### config.mk
export PLATFORM = sky130hd
export DESIGN_NAME = spi_fifo_master
export DESIGN_NICKNAME = d
export VERILOG_FILES = /design/src/rtl/spim_pkg.sv /design/src/rtl/spim_fifo.sv /design/src/rtl/spim_ctrl.sv /design/src/rtl/spim_datapath.sv /design/src/rtl/spi_fifo_master.sv
export SDC_FILE = /design/constraint.sdc
export NUM_CORES = 1
export LEC_CHECK = 0
export ABC_AREA = 1
export BUFFER_PORTS_ARGS = -buffer_cell sky130_fd_sc_hd__buf_4
export CORE_ASPECT_RATIO = 2
export CORE_MARGIN = 3
export CORE_UTILIZATION = 40
export CTS_BUF_LIST = sky130_fd_sc_hd__clkbuf_4
export DETAILED_ROUTE_END_ITERATION = 7
export GPL_TIMING_DRIVEN = 0
export PLACE_DENSITY = 0.58
export SYNTH_ARGS = -nofsm -noshare
export SYNTH_HDL_FRONTEND = slang
export SYNTH_SLANG_ARGS = --single-unit
### constraint.sdc
create_clock -name clk -period 3.8 [get_ports clk]
set_input_delay 0.38 -clock clk [delete_from_list [all_inputs] [get_ports clk]]
set_output_delay 0.38 -clock clk [all_outputs]
set_load 0.02 [all_outputs]
### src/rtl/spim_pkg.sv
package spim_pkg;
  timeunit 1ns;
  timeprecision 1ps;

  // strobes from sequencing control to the shift datapath
  typedef struct packed {
    logic load;      // start a new character in the transmit shifter
    logic useFifo;   // load source: queue head (1) or repeat value (0)
    logic sample;    // capture MISO at mid-bit
    logic shiftOut;  // advance MOSI to the next bit
    logic finish;    // character complete, hand to receive queue
  } spimStrobe_t;
endpackage

### src/rtl/spim_fifo.sv
module spim_fifo #(
  parameter int WIDTH = 8,
  parameter int DEPTH = 4
) (
  input  logic             clk,
  input  logic             rstN,
  input  logic             push,
  input  logic [WIDTH-1:0] pushData,
  input  logic             pop,
  output logic [WIDTH-1:0] popData,
  output logic             empty,
  output logic             full
);
  timeunit 1ns;
  timeprecision 1ps;

  localparam int AW = (DEPTH > 1) ? $clog2(DEPTH) : 1;
  localparam int CW = $clog2(DEPTH + 1);

  logic [WIDTH-1:0] mem [DEPTH];
  logic [AW-1:0]    wrPtr, rdPtr;
  logic [CW-1:0]    count;
  logic             doPush, doPop;

  function automatic logic [AW-1:0] nextPtr(input logic [AW-1:0] p);
    return (p == AW'(DEPTH - 1)) ? '0 : p + AW'(1);
  endfunction

  assign empty   = (count == '0);
  assign full    = (count == CW'(DEPTH));
  assign doPop   = pop && !empty;
  assign doPush  = push && (!full || doPop);
  assign popData = mem[rdPtr];

  always_ff @(posedge clk) begin
    if (doPush) mem[wrPtr] <= pushData;
  end

  always_ff @(posedge clk or negedge rstN) begin
    if (!rstN) begin
      wrPtr <= '0;
      rdPtr <= '0;
      count <= '0;
    end else begin
      if (doPush) wrPtr <= nextPtr(wrPtr);
      if (doPop)  rdPtr <= nextPtr(rdPtr);
      case ({doPush, doPop})
        2'b10:   count <= count + CW'(1);
        2'b01:   count <= count - CW'(1);
        default: count <= count;
      endcase
    end
  end

  AST_FIFO_LEVEL_BOUND: assert property (@(posedge clk) disable iff (!rstN)
    count <= CW'(DEPTH)) else $error("fifo level above depth");

  AST_FIFO_PUSH_POP_LEVEL: assert property (@(posedge clk) disable iff (!rstN)
    (push && pop && !empty) |=> (count == $past(count))) else $error("push+pop moved level");
endmodule

### src/rtl/spim_ctrl.sv
module spim_ctrl #(
  parameter int DATA_W = 8,
  parameter int DIV_W  = 8
) (
  input  logic                 clk,
  input  logic                 rstN,
  input  logic                 cpol,
  input  logic                 cpha,
  input  logic [DIV_W-1:0]     halfDiv,
  input  logic                 repeatReq,
  input  logic                 txEmpty,
  output spim_pkg::spimStrobe_t strobe,
  output logic                 busy,
  output logic                 repeatOn,
  output logic                 sclk,
  output logic                 csN
);
  timeunit 1ns;
  timeprecision 1ps;

  localparam int BW = (DATA_W > 1) ? $clog2(DATA_W) : 1;

  logic [DIV_W-1:0] halfLen, halfCnt;
  logic             secondHalf;
  logic [BW-1:0]    bitCnt;
  logic             halfEnd, lastBit, moreData;

  assign halfLen  = (halfDiv == '0) ? DIV_W'(1) : halfDiv;
  assign halfEnd  = busy && (halfCnt == halfLen - DIV_W'(1));
  assign lastBit  = (bitCnt == BW'(DATA_W - 1));
  assign moreData = !txEmpty || repeatOn;

  assign sclk = cpol ^ (busy & (secondHalf ^ cpha));
  assign csN  = !busy;

  always_comb begin
    strobe = '0;
    if (!busy) begin
      if (!txEmpty) begin
        strobe.load    = 1'b1;
        strobe.useFifo = 1'b1;
      end
    end else if (halfEnd) begin
      if (!secondHalf) begin
        strobe.sample = 1'b1;
      end else if (!lastBit) begin
        strobe.shiftOut = 1'b1;
      end else begin
        strobe.finish = 1'b1;
        if (!txEmpty) begin
          strobe.load    = 1'b1;
          strobe.useFifo = 1'b1;
        end else if (repeatOn) begin
          strobe.load = 1'b1;
        end
      end
    end
  end

  always_ff @(posedge clk or negedge rstN) begin
    if (!rstN) begin
      busy       <= 1'b0;
      halfCnt    <= '0;
      secondHalf <= 1'b0;
      bitCnt     <= '0;
      repeatOn   <= 1'b0;
    end else begin
      if (txEmpty) repeatOn <= repeatReq;
      if (!busy) begin
        if (!txEmpty) begin
          busy       <= 1'b1;
          halfCnt    <= '0;
          secondHalf <= 1'b0;
          bitCnt     <= '0;
        end
      end else if (halfEnd) begin
        halfCnt    <= '0;
        secondHalf <= !secondHalf;
        if (secondHalf) begin
          bitCnt <= lastBit ? '0 : bitCnt + BW'(1);
          if (lastBit && !moreData) busy <= 1'b0;
        end
      end else begin
        halfCnt <= halfCnt + DIV_W'(1);
      end
    end
  end

  AST_HALF_COUNT_BOUND: assert property (@(posedge clk) disable iff (!rstN)
    busy |-> (halfCnt < halfLen)) else $error("half counter overran");

  AST_REPEAT_HELD: assert property (@(posedge clk) disable iff (!rstN)
    !txEmpty |=> $stable(repeatOn)) else $error("repeat changed with data queued");
endmodule

### src/rtl/spim_datapath.sv
module spim_datapath #(
  parameter int DATA_W = 8
) (
  input  logic                  clk,
  input  logic                  rstN,
  input  spim_pkg::spimStrobe_t strobe,
  input  logic                  lsbFirst,
  input  logic                  repeatBusy,
  input  logic [DATA_W-1:0]     fifoData,
  input  logic                  miso,
  input  logic                  rxFull,
  input  logic                  rxEmpty,
  input  logic                  rxPop,
  input  logic                  ovfClr,
  output logic                  mosi,
  output logic [DATA_W-1:0]     rxWord,
  output logic                  ovf
);
  timeunit 1ns;
  timeprecision 1ps;

  logic [DATA_W-1:0] txShift, rxShift, lastChar, loadVal;
  logic              lastPop;

  assign loadVal = strobe.useFifo ? fifoData : (repeatBusy ? '1 : lastChar);
  assign mosi    = lsbFirst ? txShift[0] : txShift[DATA_W-1];
  assign rxWord  = rxShift;

  always_ff @(posedge clk or negedge rstN) begin
    if (!rstN) begin
      txShift  <= '0;
      lastChar <= '0;
    end else if (strobe.load) begin
      txShift <= loadVal;
      if (strobe.useFifo) lastChar <= fifoData;
    end else if (strobe.shiftOut) begin
      txShift <= lsbFirst ? (txShift >> 1) : (txShift << 1);
    end
  end

  always_ff @(posedge clk or negedge rstN) begin
    if (!rstN) begin
      rxShift <= '0;
    end else if (strobe.sample) begin
      rxShift <= lsbFirst ? {miso, rxShift[DATA_W-1:1]} : {rxShift[DATA_W-2:0], miso};
    end
  end

  always_ff @(posedge clk or negedge rstN) begin
    if (!rstN) begin
      ovf     <= 1'b0;
      lastPop <= 1'b0;
    end else begin
      lastPop <= rxPop && !rxEmpty;
      if (strobe.finish && rxFull && !rxPop) ovf <= 1'b1;
      else if (ovfClr || (lastPop && rxEmpty)) ovf <= 1'b0;
    end
  end

  AST_OVF_ON_DROP: assert property (@(posedge clk) disable iff (!rstN)
    (strobe.finish && rxFull && !rxPop) |=> ovf) else $error("drop without overflow");

  AST_MOSI_MIDBIT: assert property (@(posedge clk) disable iff (!rstN)
    strobe.sample |=> $stable(mosi)) else $error("mosi moved at sample point");
endmodule

### src/rtl/spi_fifo_master.sv
module spi_fifo_master #(
  parameter int DATA_W     = 8,
  parameter int FIFO_DEPTH = 4,
  parameter int DIV_W      = 8
) (
  input  logic              clk,
  input  logic              rstN,
  input  logic              cfgCpol,
  input  logic              cfgCpha,
  input  logic              cfgLsbFirst,
  input  logic              cfgRepeatReq,
  input  logic              cfgRepeatBusy,
  input  logic [DIV_W-1:0]  cfgHalfDiv,
  input  logic              txWrEn,
  input  logic [DATA_W-1:0] txWrData,
  input  logic              rxRdEn,
  output logic [DATA_W-1:0] rxRdData,
  input  logic              ovfClr,
  output logic              statTxIdle,
  output logic              statTxFree,
  output logic              statRxValid,
  output logic              statRxOvf,
  output logic              statRepeatOn,
  output logic              spiSclk,
  output logic              spiCsN,
  output logic              spiMosi,
  input  logic              spiMiso
);
  timeunit 1ns;
  timeprecision 1ps;

  spim_pkg::spimStrobe_t strobe;
  logic [DATA_W-1:0] txHead, rxWord;
  logic txEmpty, txFull, rxEmpty, rxFull, busy;

  spim_fifo #(.WIDTH(DATA_W), .DEPTH(FIFO_DEPTH)) i_txFifo (
    .clk(clk), .rstN(rstN), .push(txWrEn), .pushData(txWrData),
    .pop(strobe.load && strobe.useFifo), .popData(txHead),
    .empty(txEmpty), .full(txFull));

  spim_fifo #(.WIDTH(DATA_W), .DEPTH(FIFO_DEPTH)) i_rxFifo (
    .clk(clk), .rstN(rstN), .push(strobe.finish), .pushData(rxWord),
    .pop(rxRdEn), .popData(rxRdData),
    .empty(rxEmpty), .full(rxFull));

  spim_ctrl #(.DATA_W(DATA_W), .DIV_W(DIV_W)) i_ctrl (
    .clk(clk), .rstN(rstN), .cpol(cfgCpol), .cpha(cfgCpha), .halfDiv(cfgHalfDiv),
    .repeatReq(cfgRepeatReq), .txEmpty(txEmpty), .strobe(strobe), .busy(busy),
    .repeatOn(statRepeatOn), .sclk(spiSclk), .csN(spiCsN));

  spim_datapath #(.DATA_W(DATA_W)) i_datapath (
    .clk(clk), .rstN(rstN), .strobe(strobe), .lsbFirst(cfgLsbFirst),
    .repeatBusy(cfgRepeatBusy), .fifoData(txHead), .miso(spiMiso),
    .rxFull(rxFull), .rxEmpty(rxEmpty), .rxPop(rxRdEn), .ovfClr(ovfClr),
    .mosi(spiMosi), .rxWord(rxWord), .ovf(statRxOvf));

  assign statTxIdle  = txEmpty && !busy;
  assign statTxFree  = !txFull;
  assign statRxValid = !rxEmpty;
endmodule

=== Word level (Yosys, flattened, before mapping) ===
Memories as Yosys holds them, arrays and structs flattened.
Index checks and enable logic that the tools add are counted.

* $add $sub $neg: 11
* Equality and inequality tests: 15
* Muxes and demuxes: 48
* Bitwise gates (word level): 3
* Reductions and logical operators: 33

{| class="wikitable"
|+ Operator list
! kind !! number
|-
| 8-bit 2-to-1 mux || 10
|-
| 1-bit 2-to-1 mux || 20
|-
| 2-bit 2-to-1 mux || 9
|-
| 3-bit 2-to-1 mux || 6
|-
| 2-bit == test, second input constant || 6
|-
| 3-bit one-hot mux with 2 select lines || 2
|-
| 1-bit logical AND || 11
|-
| 3-bit by 1-bit adder with 3-bit output, second input constant || 3
|-
| 3-bit == test, second input constant || 3
|-
| 2-bit by 1-bit adder with 2-bit output, second input constant || 4
|-
| 8-bit by 1-bit adder with 8-bit output, second input constant || 1
|-
| 8-bit == test || 1
|-
| 1-bit logical NOT || 8
|-
| 8-bit logical NOT || 1
|-
| 2-bit nonzero test || 4
|-
| 8-bit by 1-bit subtractor with 8-bit output, second input constant || 1
|-
| 3-bit logical NOT || 2
|-
| 2-bit != test, second input constant || 3
|-
| 3-bit by 1-bit subtractor with 3-bit output, second input constant || 2
|-
| 5-bit 2-to-1 mux || 1
|-
| 2-bit by 1-bit == test with 1-bit output, second input constant || 2
|-
| 1-bit logical OR || 4
|-
| 2-bit AND reduction || 2
|-
| 3-bit AND reduction || 1
|-
| 2 further kinds || 3
|}

* Flip-flop bits (word level): 54
* Memory bits (writable): 64
* Input bits: 27
* Output and inout bits: 16
* Memories kept: 2

{| class="wikitable"
|+ Memory list
! memory !! words !! width !! read ports !! clocked after memory_dff !! write ports !! line !! RTL
|-
| i_rxFifo.mem || 4 || 8 || 1 || 0 || 1 || spim_fifo.sv:20 || <nowiki>logic [WIDTH-1:0] mem [DEPTH];</nowiki>
|-
| i_txFifo.mem || 4 || 8 || 1 || 0 || 1 || spim_fifo.sv:20 ||
|}

=== Longest topological paths before layout ===
Gate-level depths: netlist (run 1).

* Depth after elaboration: 13
* Gate-level depth with buffers: 23
* Mapped depth without buffers: 23

=== By module ===
From an unflattened synthesis (run 1), not the netlist that was laid out.

* Cell total of the unflattened synthesis: 623
* Area total of the unflattened synthesis: 5893.2 sq um

{| class="wikitable"
|+ Modules (own cells, without submodules)
! module !! instances !! cells each !! area each (sq um)
|-
| spim_fifo at i_rxFifo || 1 || 155 || 1776.7
|-
| spim_fifo at i_txFifo || 1 || 136 || 1664.1
|-
| spim_datapath || 1 || 174 || 1293.7
|-
| spim_ctrl || 1 || 152 || 1133.6
|-
| spi_fifo_master || 1 || 6 || 25.0
|}

=== Worst setup path after synthesis (run 1) ===
Ideal clock, no wire load.

* Kind: input to register
* Start: input port cfgHalfDiv[6]
* End: register i_txFifo.count[2]
* Setup time: 131 ps
* Arrival: 3043 ps
* Required time: 3669 ps
* Setup slack: 626 ps
* Cell stages on the path: 21
* Path buffers: 1
* Cells stage by stage: inv_1 nand2_1 nor2_1 nand2_4 nand2_2 inv_1 ha_1 xnor2_1 nand2_1 nand2_1 nand3_1 nor2_4 nand4_4 nand2_4 buf_2 ha_1 inv_1 fa_1 a21oi_1 o21ai_0 xor2_1

* Longest elaborated chain between the ends: 13
* Elaborated cells on any way between the ends: 15

{| class="wikitable"
|+ RTL lines
! item !! line !! RTL
|-
| start: declaration || spi_fifo_master.sv:13 || <nowiki>input logic [DIV_W-1:0] cfgHalfDiv,</nowiki>
|-
| 8-bit logical NOT || spim_ctrl.sv:28 || <nowiki>assign halfLen = (halfDiv == '0) ? DIV_W'(1) : halfDiv;</nowiki>
|-
| 8-bit 2-to-1 mux (*) || spim_ctrl.sv:28 ||
|-
| 8-bit by 1-bit subtractor with 8-bit output (*) || spim_ctrl.sv:29 || <nowiki>assign halfEnd = busy && (halfCnt == halfLen - DIV_W'(1));</nowiki>
|-
| 8-bit == test (*) || spim_ctrl.sv:29 ||
|-
| 1-bit logical AND (*) || spim_ctrl.sv:29 ||
|-
| 5-bit 2-to-1 mux (*) || spim_ctrl.sv:43 || <nowiki>end else if (halfEnd) begin</nowiki>
|-
| 2-bit 2-to-1 mux (*) || spim_ctrl.sv:38 || <nowiki>if (!busy) begin</nowiki>
|-
| 1-bit logical AND (*) || spi_fifo_master.sv:38 || <nowiki>.pop(strobe.load && strobe.useFifo), .popData(txHead),</nowiki>
|-
| 1-bit logical AND (*) || spim_fifo.sv:31 || <nowiki>assign doPop = pop && !empty;</nowiki>
|-
| via i_txFifo.doPop || spim_fifo.sv:23 || <nowiki>logic doPush, doPop;</nowiki>
|-
| 1-bit logical OR || spim_fifo.sv:32 || <nowiki>assign doPush = push && (!full || doPop);</nowiki>
|-
| 1-bit logical AND || spim_fifo.sv:32 ||
|-
| 2-bit by 1-bit == test with 1-bit output or 2-bit == test (tied branches) || spim_fifo.sv:47 || <nowiki>case ({doPush, doPop})</nowiki>
|-
| 3-bit one-hot mux with 2 select lines or 2-bit nonzero test (tied branches) || - ||
|-
| end signal: assignment || spim_fifo.sv:48 || <nowiki>2'b10: count <= count + CW'(1);</nowiki>
|-
| end signal: assignment || spim_fifo.sv:49 || <nowiki>2'b01: count <= count - CW'(1);</nowiki>
|-
| end signal: assignment || spim_fifo.sv:50 || <nowiki>default: count <= count;</nowiki>
|-
| end: declaration || spim_fifo.sv:22 || <nowiki>logic [CW-1:0] count;</nowiki>
|}

Mark *: on every way through the listed nets, which the timed path passes. The rest lies on a longest branch.
A chain may end at the register's enable or synchronous reset.

=== Final worst setup path (run 1) ===
Ends and elaborated chain as after synthesis.

==> results of run 1 <==
==> critical path, stage by stage <==
cell     delay, ns
buf_4         0.11
inv_1         0.08
nand2_1       0.06
nor2_1        0.18
nand2_4       0.12
nand2_2       0.08
inv_1         0.04
ha_1          0.27
xnor2_1       0.27
nand2_1       0.08
nand2_1       0.11
nand3_1       0.16
nor2_4        0.17
nand4_4       0.19
nand2_4       0.16
buf_2         0.23
ha_1          0.18
inv_1         0.07
fa_1          0.38
a21oi_1       0.16
o21ai_0       0.12
xor2_1        0.15
==> final cells by class <==
class / count / area share
Tap cell: 189 / 0.0355
Buffer: 14 / 0.0111
Multi-Input combinational cell: 397 / 0.321
Clock inverter: 13 / 0.0206
Antenna cell: 1 / 0.000375
Timing Repair Buffer: 46 / 0.0533
Inverter: 81 / 0.0456
Sequential cell: 118 / 0.491
Clock buffer: 19 / 0.0214
==> sequential cells by signal, summed over array words and instances (netlist names), 3 cells and up <==
signal / cells
i_rxFifo.mem: 32
i_txFifo.mem: 32
i_ctrl.halfCnt: 8
i_datapath.lastChar: 8
i_datapath.rxWord: 8
i_datapath.txShift: 8
i_ctrl.bitCnt: 3
i_rxFifo.count: 3
i_txFifo.count: 3
==> power breakdown <==
part	internal, mW	switching [mW]
Combinational	0.421	0.715
Clock	0.456	0.452
Sequential	1.61	0.183
Total	2.49	1.35
==> cells by family (layout without fill, tap and decap cells) <==
family / count (synthesis) / after routing / share of synthesized area
AOI/OAI and AO/OA: 116 / 116 / 0.109
xor gates and xnor gates: 14 / 14 / 0.0212
adders and majority gates: 18 / 18 / 0.0415
buffers and inverters: 95 / 173 / 0.0652
DFF: 118 / 118 / 0.565
other: 0 / 1 / 0
and+or+nand+nor: 249 / 249 / 0.198
==> metrics by stage <==
stage / cell area [sq um] / hold WS [ns] / power (mW) / TNS, ns / utilization
after floorplan: 5790 / 0.0844 / 2.57 / 0 / -
after global placement: 6340 / 0.474 / 2.92 / -0.0153 / 0.452
after detailed placement: 6340 / 0.487 / 2.97 / -0.0853 / 0.452
after CTS: 6650 / 0.000713 / 3.89 / 0 / 0.474
after global routing: 6670 / 0.00120 / 4.13 / 0 / 0.475
final: 6670 / 0.0491 / 3.84 / 0 / 0.475
==> final timing paths <==
kind	startpoint	endpoint	slack [ns]	cells past startpoint
worst max-delay path	cfgHalfDiv[6]	i_txFifo.count[2]	0.48	22
worst min-delay path	txWrData[6]	i_txFifo.mem[2][6]	0.05	1
worst max register to register	i_ctrl.bitCnt[0]	i_txFifo.count[2]	0.69	13
worst min register to register	i_datapath.txShift[2]	i_datapath.txShift[2]	0.51	2
max in group asynchronous	rstN	i_datapath.rxWord[1]	2.87	2
min in group asynchronous	rstN	i_txFifo.wrPtr[0]	0.42	2
==> metal layers <==
metal | global-route usage | vias to the layer above | part of all wire
met2 | 0.334 | 86 | 0.59
li1 | - | 2166 | -
met3 | 0.0435 | 23 | 0.036
met4 | 0.0705 | 0 | 0.024
met1 | 0.153 | 1978 | 0.35
met5 | 0 | - | 0
==> cells in the final DEF (no fill, tap or decap), types with 9 or more instances in the layout <==
cell type  netlist  layout
ha_1            16      16
buf_4            0      42
edfxtp_1        64      64
clkbuf_4         0      19
clkbuf_1         9       9
nor2_1          61      61
nand3_1         35      35
nand2_1        115     115
o22ai_1         21      21
inv_1           75      75
nand2_2         13      13
dfrtp_1         54      54
o21ai_0         75      75
==> results.toml, run 1 <==
[run_status]
status = "finished clean"

[finish]
fin_cells = 878
drive_gt1_frac = 0.163
multi_input_area_sq_um = 2140
seq_area_sq_um = 3270
fillers = 1375
syn2layout_area_growth_pct = 15.1
nets = 720

[cts]
root_buffer = "clkbuf_4"
post_cts_buffers = 0
clkTransAtPathRegs_ns = 0.10
cts_tree = "done"
cts-buffers-inserted = 17
worstSkewPairLatency_ns = 0.53
post_cts_resized = 0
cts.sinks = 118
ctsHoldBuffers = 3
clockBufferDepth = 2
htreeDepth = 4

[sta]
maxSlewHeadroom = 0.442
drv_slew = 0
worstMarginPinSlew_ns = 0.833
hold_violations = 0
layout_setup_ws_ns = 0.478
fin_crit_sh = 0.874
max_freq_mhz = 301
rsz0062_at_grt = "false"
setup_viol = 0
period_needed_ns = 3.32
fin_skew_ns = 0.0137

[routing]
drt_iter0_drc = 217
postRouteAntennaNets = 0
wl_per_cell_um = 14.2
vias = 4253
wirelength_um = 12400
drt-vias-per-instance = 4.84
drt-pass1-iter-count = 5
drc = 0

[placement]
hpwl_um = 9620
dp_cells = 841
portBuffers = 42
dp_worst_setup_slack_ns = -0.0853
place_congestion = 0.830

[synthesis]
synth_edf_count = 64
async_reset_ff_frac = 0.458
yosysMostFrequentCell = "nand2_1"
netlist_instances = 610
synth_seq_cells = 118
synth.cell_area_sq_um = 5790
avgSynthCellArea_sq_um = 9.49
synth.top_cells.by_count = "nand2_1 (115), inv_1 (75), o21ai_0 (75)"
synthTopCellsByArea = "edfxtp_1 (33%), dfrtp_1 (23%), nand2_1 (7.5%)"
yosysSeqAreaShare = 0.565
synth_ff_type = "edfxtp_1"
synth.yosys.warnings = 0
yosysTopAreaCellShare = 0.332
synth_nets = 655
synth_top_cell_by_area = "edfxtp_1"
ys_types = 31

[global_route]
grt_overflow = 0
grt_pass1_vias = 4432
antenna_found_initial = 1
grt_pass1_wl_um = 21000
grt_max_degree = 55
grtUsageTotal = 0.167

[die]
core_area_sq_um = 14000
rows = 61
fp.dieH_um = 176
start_util = 0.412
die_area_sq_um = 16000
ioPinCount = 43
die_x_um = 91.1

[worst_setup_path]
critPathLaunchType = "input pin"
worstPathRequired_ns = 4.21
cp-end-kind = "register"
critPathMaxFanout = 10
worstPathArrival_ns = 3.73
critical_path_class = "in -> reg"

[power_and_ir_drop]
powerDensity_nw_per_um2 = 576
leakagePower_nw = 2.91
ir_drop_uv = 248

[hold_path]
hp-class = "in -> reg"

[flow_run]
cap_violations = 0
(Power assumes the default switching activity.)
==> inputs of run 2 (changes only) <==
--- a/config.mk
+++ b/config.mk
@@ -8,7 +8,7 @@
 export ABC_AREA = 1
 export BUFFER_PORTS_ARGS = -buffer_cell sky130_fd_sc_hd__buf_4
 export CORE_ASPECT_RATIO = 2
-export CORE_MARGIN = 3
+export CORE_MARGIN = 2
 export CORE_UTILIZATION = 40
 export CTS_BUF_LIST = sky130_fd_sc_hd__clkbuf_4
 export DETAILED_ROUTE_END_ITERATION = 7
==> run 2 against run 1 <==
Effect of this change:
- sequential share of layout area down 0.17 points
- clock power up 13%
- non-clock buffer count down 3
- power up 3.4%
- largest cell class unchanged
- clock-buffer cell count down 2
- critical endpoint unchanged
- worst hold slack worse by 0.017 ns
- largest power group unchanged
- via count up 0.21%
- worst setup slack better by 0.045 ns
- wire length up 0.56%
- die area down 3.3%
- first-iteration DRC count down 12%
==> results.toml, run 2 (same netlist as run 1, synthesis figures left out) <==
[finish]
reg.largest.list = "i_rxFifo.mem x32, i_txFifo.mem x32"
final_common_cell = "nand2_1"
drive_gt1_frac = 0.169
fin_cells = 878
syn2layout_area_growth_pct = 15.5
nets = 717
final_area_sq_um = 6690
mostFrequentLayoutCells = "nand2_1 (115), inv_1 (75), o21ai_0 (75)"

[placement]
dp_cells = 844
dp_worst_setup_slack_ns = -0.0695
place_congestion = 0.859
dpl-instance-area_sq_um = 6350
portBuffers = 42
hpwl_um = 9730

[sta]
holdWs_ns = 0.0317
setup_viol = 0
worstMarginPinSlew_ns = 0.819
period_needed_ns = 3.28
hold_violations = 0
fin_skew_ns = 0.0192
final.setup.tns_ns = 0
rsz0062_at_grt = "false"
max_freq_mhz = 305
layout_setup_ws_ns = 0.523
fin_crit_sh = 0.862
drv_slew = 0
maxSlewHeadroom = 0.452

[worst_setup_path]
cp-end-kind = "register"
worstPathArrival_ns = 3.68
worstPathCellList = "buf_4 -> inv_1 -> nand2_1 -> nor2_1 -> nand2_4 -> nand2_2 -> inv_1 -> ha_1 -> xnor2_1 -> nand2_1 -> nand2_1 -> nand3_1 -> nor2_4 -> nand4_4 -> nand2_4 -> buf_2 -> ha_1 -> inv_1 -> fa_1 -> a21oi_1 -> o21ai_0 -> xor2_1"
critPathMaxFanout = 10
critPathLaunchType = "input pin"
worstPathRequired_ns = 4.20
crit_path_top_delay_cell = "fa_1"
slowest_delay_ns = 0.38
worst-path-buf-inv = 5
cp_top_family = "simple AND/OR/NAND/NOR gates"
critical_path_class = "in -> reg"

[routing]
wirelength_um = 12500
drt_iter0_drc = 192
drc = 0
drt-vias-per-instance = 4.85
postRouteAntennaNets = 0
vias = 4262
drt-pass1-iter-count = 4
wl_per_cell_um = 14.2

[power_and_ir_drop]
p_int_mw = 2.56
sw_frac_of_total = 0.356
power_frac_comb = 0.288
leakagePower_nw = 2.91
ir_drop_uv = 413
p_seq_frac = 0.453
clock_power_share = 0.260
powerDensity_nw_per_um2 = 593
power_switching_mw = 1.41

[cts]
worstSkewPairLatency_ns = 0.52
clkTransAtPathRegs_ns = 0.12
root_buffer = "clkbuf_4"
cts.sinks = 118
post_cts_resized = 0
clockBufferDepth = 2
cts-buffers-inserted = 17
post_cts_buffers = 0
cts_tree = "done"
htreeDepth = 4

[global_route]
grt_overflow = 0
grtUsageMet3 = 0.0399
top_usage_layer = "met2"
met1_usage = 0.159
grt_pass1_wl_um = 20700
antenna_found_initial = 1
grt_pass1_vias = 4411
grtUsageTotal = 0.175
met2_usage = 0.350
grt_max_degree = 55

[die]
die_x_um = 89.1
ioPinCount = 43
core_area_sq_um = 14300
rows = 62
fp.dieH_um = 174
start_util = 0.406
die_area_sq_um = 15500

[run_status]
status = "finished clean"

[hold_path]
hp-class = "in -> reg"

[flow_run]
cap_violations = 0
run 2: changes by cell type in the layout (fill, tap and decap cells not counted):
cell,delta
inv_6,+3
clkbuf_4,-2
bufinv_16,+1
dlygate4sd3_1,-3
clkinvlp_4,+1
clkinv_4,+3
clkinv_2,-2
clkinv_1,-4
run 2: power by group through the flow:
stage          Clock [mW]  Combinational (mW)  Sequential [mW]
2_1_floorplan           0               0.798             1.77
3_3_place_gp            0                1.12             1.81
3_5_place_dp            0                1.16             1.83
4_1_cts              1.06                1.16             1.80
5_1_grt              1.10                1.31             1.83
6_report             1.03                1.14             1.80
run 2: final timing paths:
check	cells past startpoint	start	slack, ns	to
worst max-delay path	22	cfgHalfDiv[6]	0.52	i_txFifo.count[2]
worst max register to register	13	i_ctrl.bitCnt[0]	0.71	i_txFifo.count[2]
min in group asynchronous	2	rstN	0.43	i_ctrl.halfCnt[5]
worst min-delay path	2	ovfClr	0.03	i_datapath.ovf
worst min register to register	2	i_datapath.txShift[2]	0.50	i_datapath.txShift[2]
max in group asynchronous	2	rstN	2.86	i_datapath.lastChar[1]
run 2: repair_timing:
item	in CTS	in global routing
endpoints found under the hold margin	54	0
hold buffers	1	0
setup endpoints to repair	0	0
run 2: area by class of cell:
cell class                      count  area [sq um]
Buffer                             14          73.8
Fill cell                        1392          7580
Tap cell                          192           240
Timing Repair Buffer               43           325
Multi-Input combinational cell    397          2140
Clock inverter                     15           203
Antenna cell                        1          2.50
Inverter                           81           304
Sequential cell                   118          3270
Clock buffer                       17           128
run 2: metrics by stage:
stage	total power, mW	util
floorplan	2.57	-
global placement	2.93	0.445
detailed placement	2.98	0.445
CTS	4.02	0.469
global route	4.24	0.469
finish	3.97	0.469
run 2: layer usage:
layer	vias to the layer above	share of wire
met5	-	0
met4	0	0.017
met3	17	0.028
met2	62	0.61
met1	2024	0.34
li1	2159	-
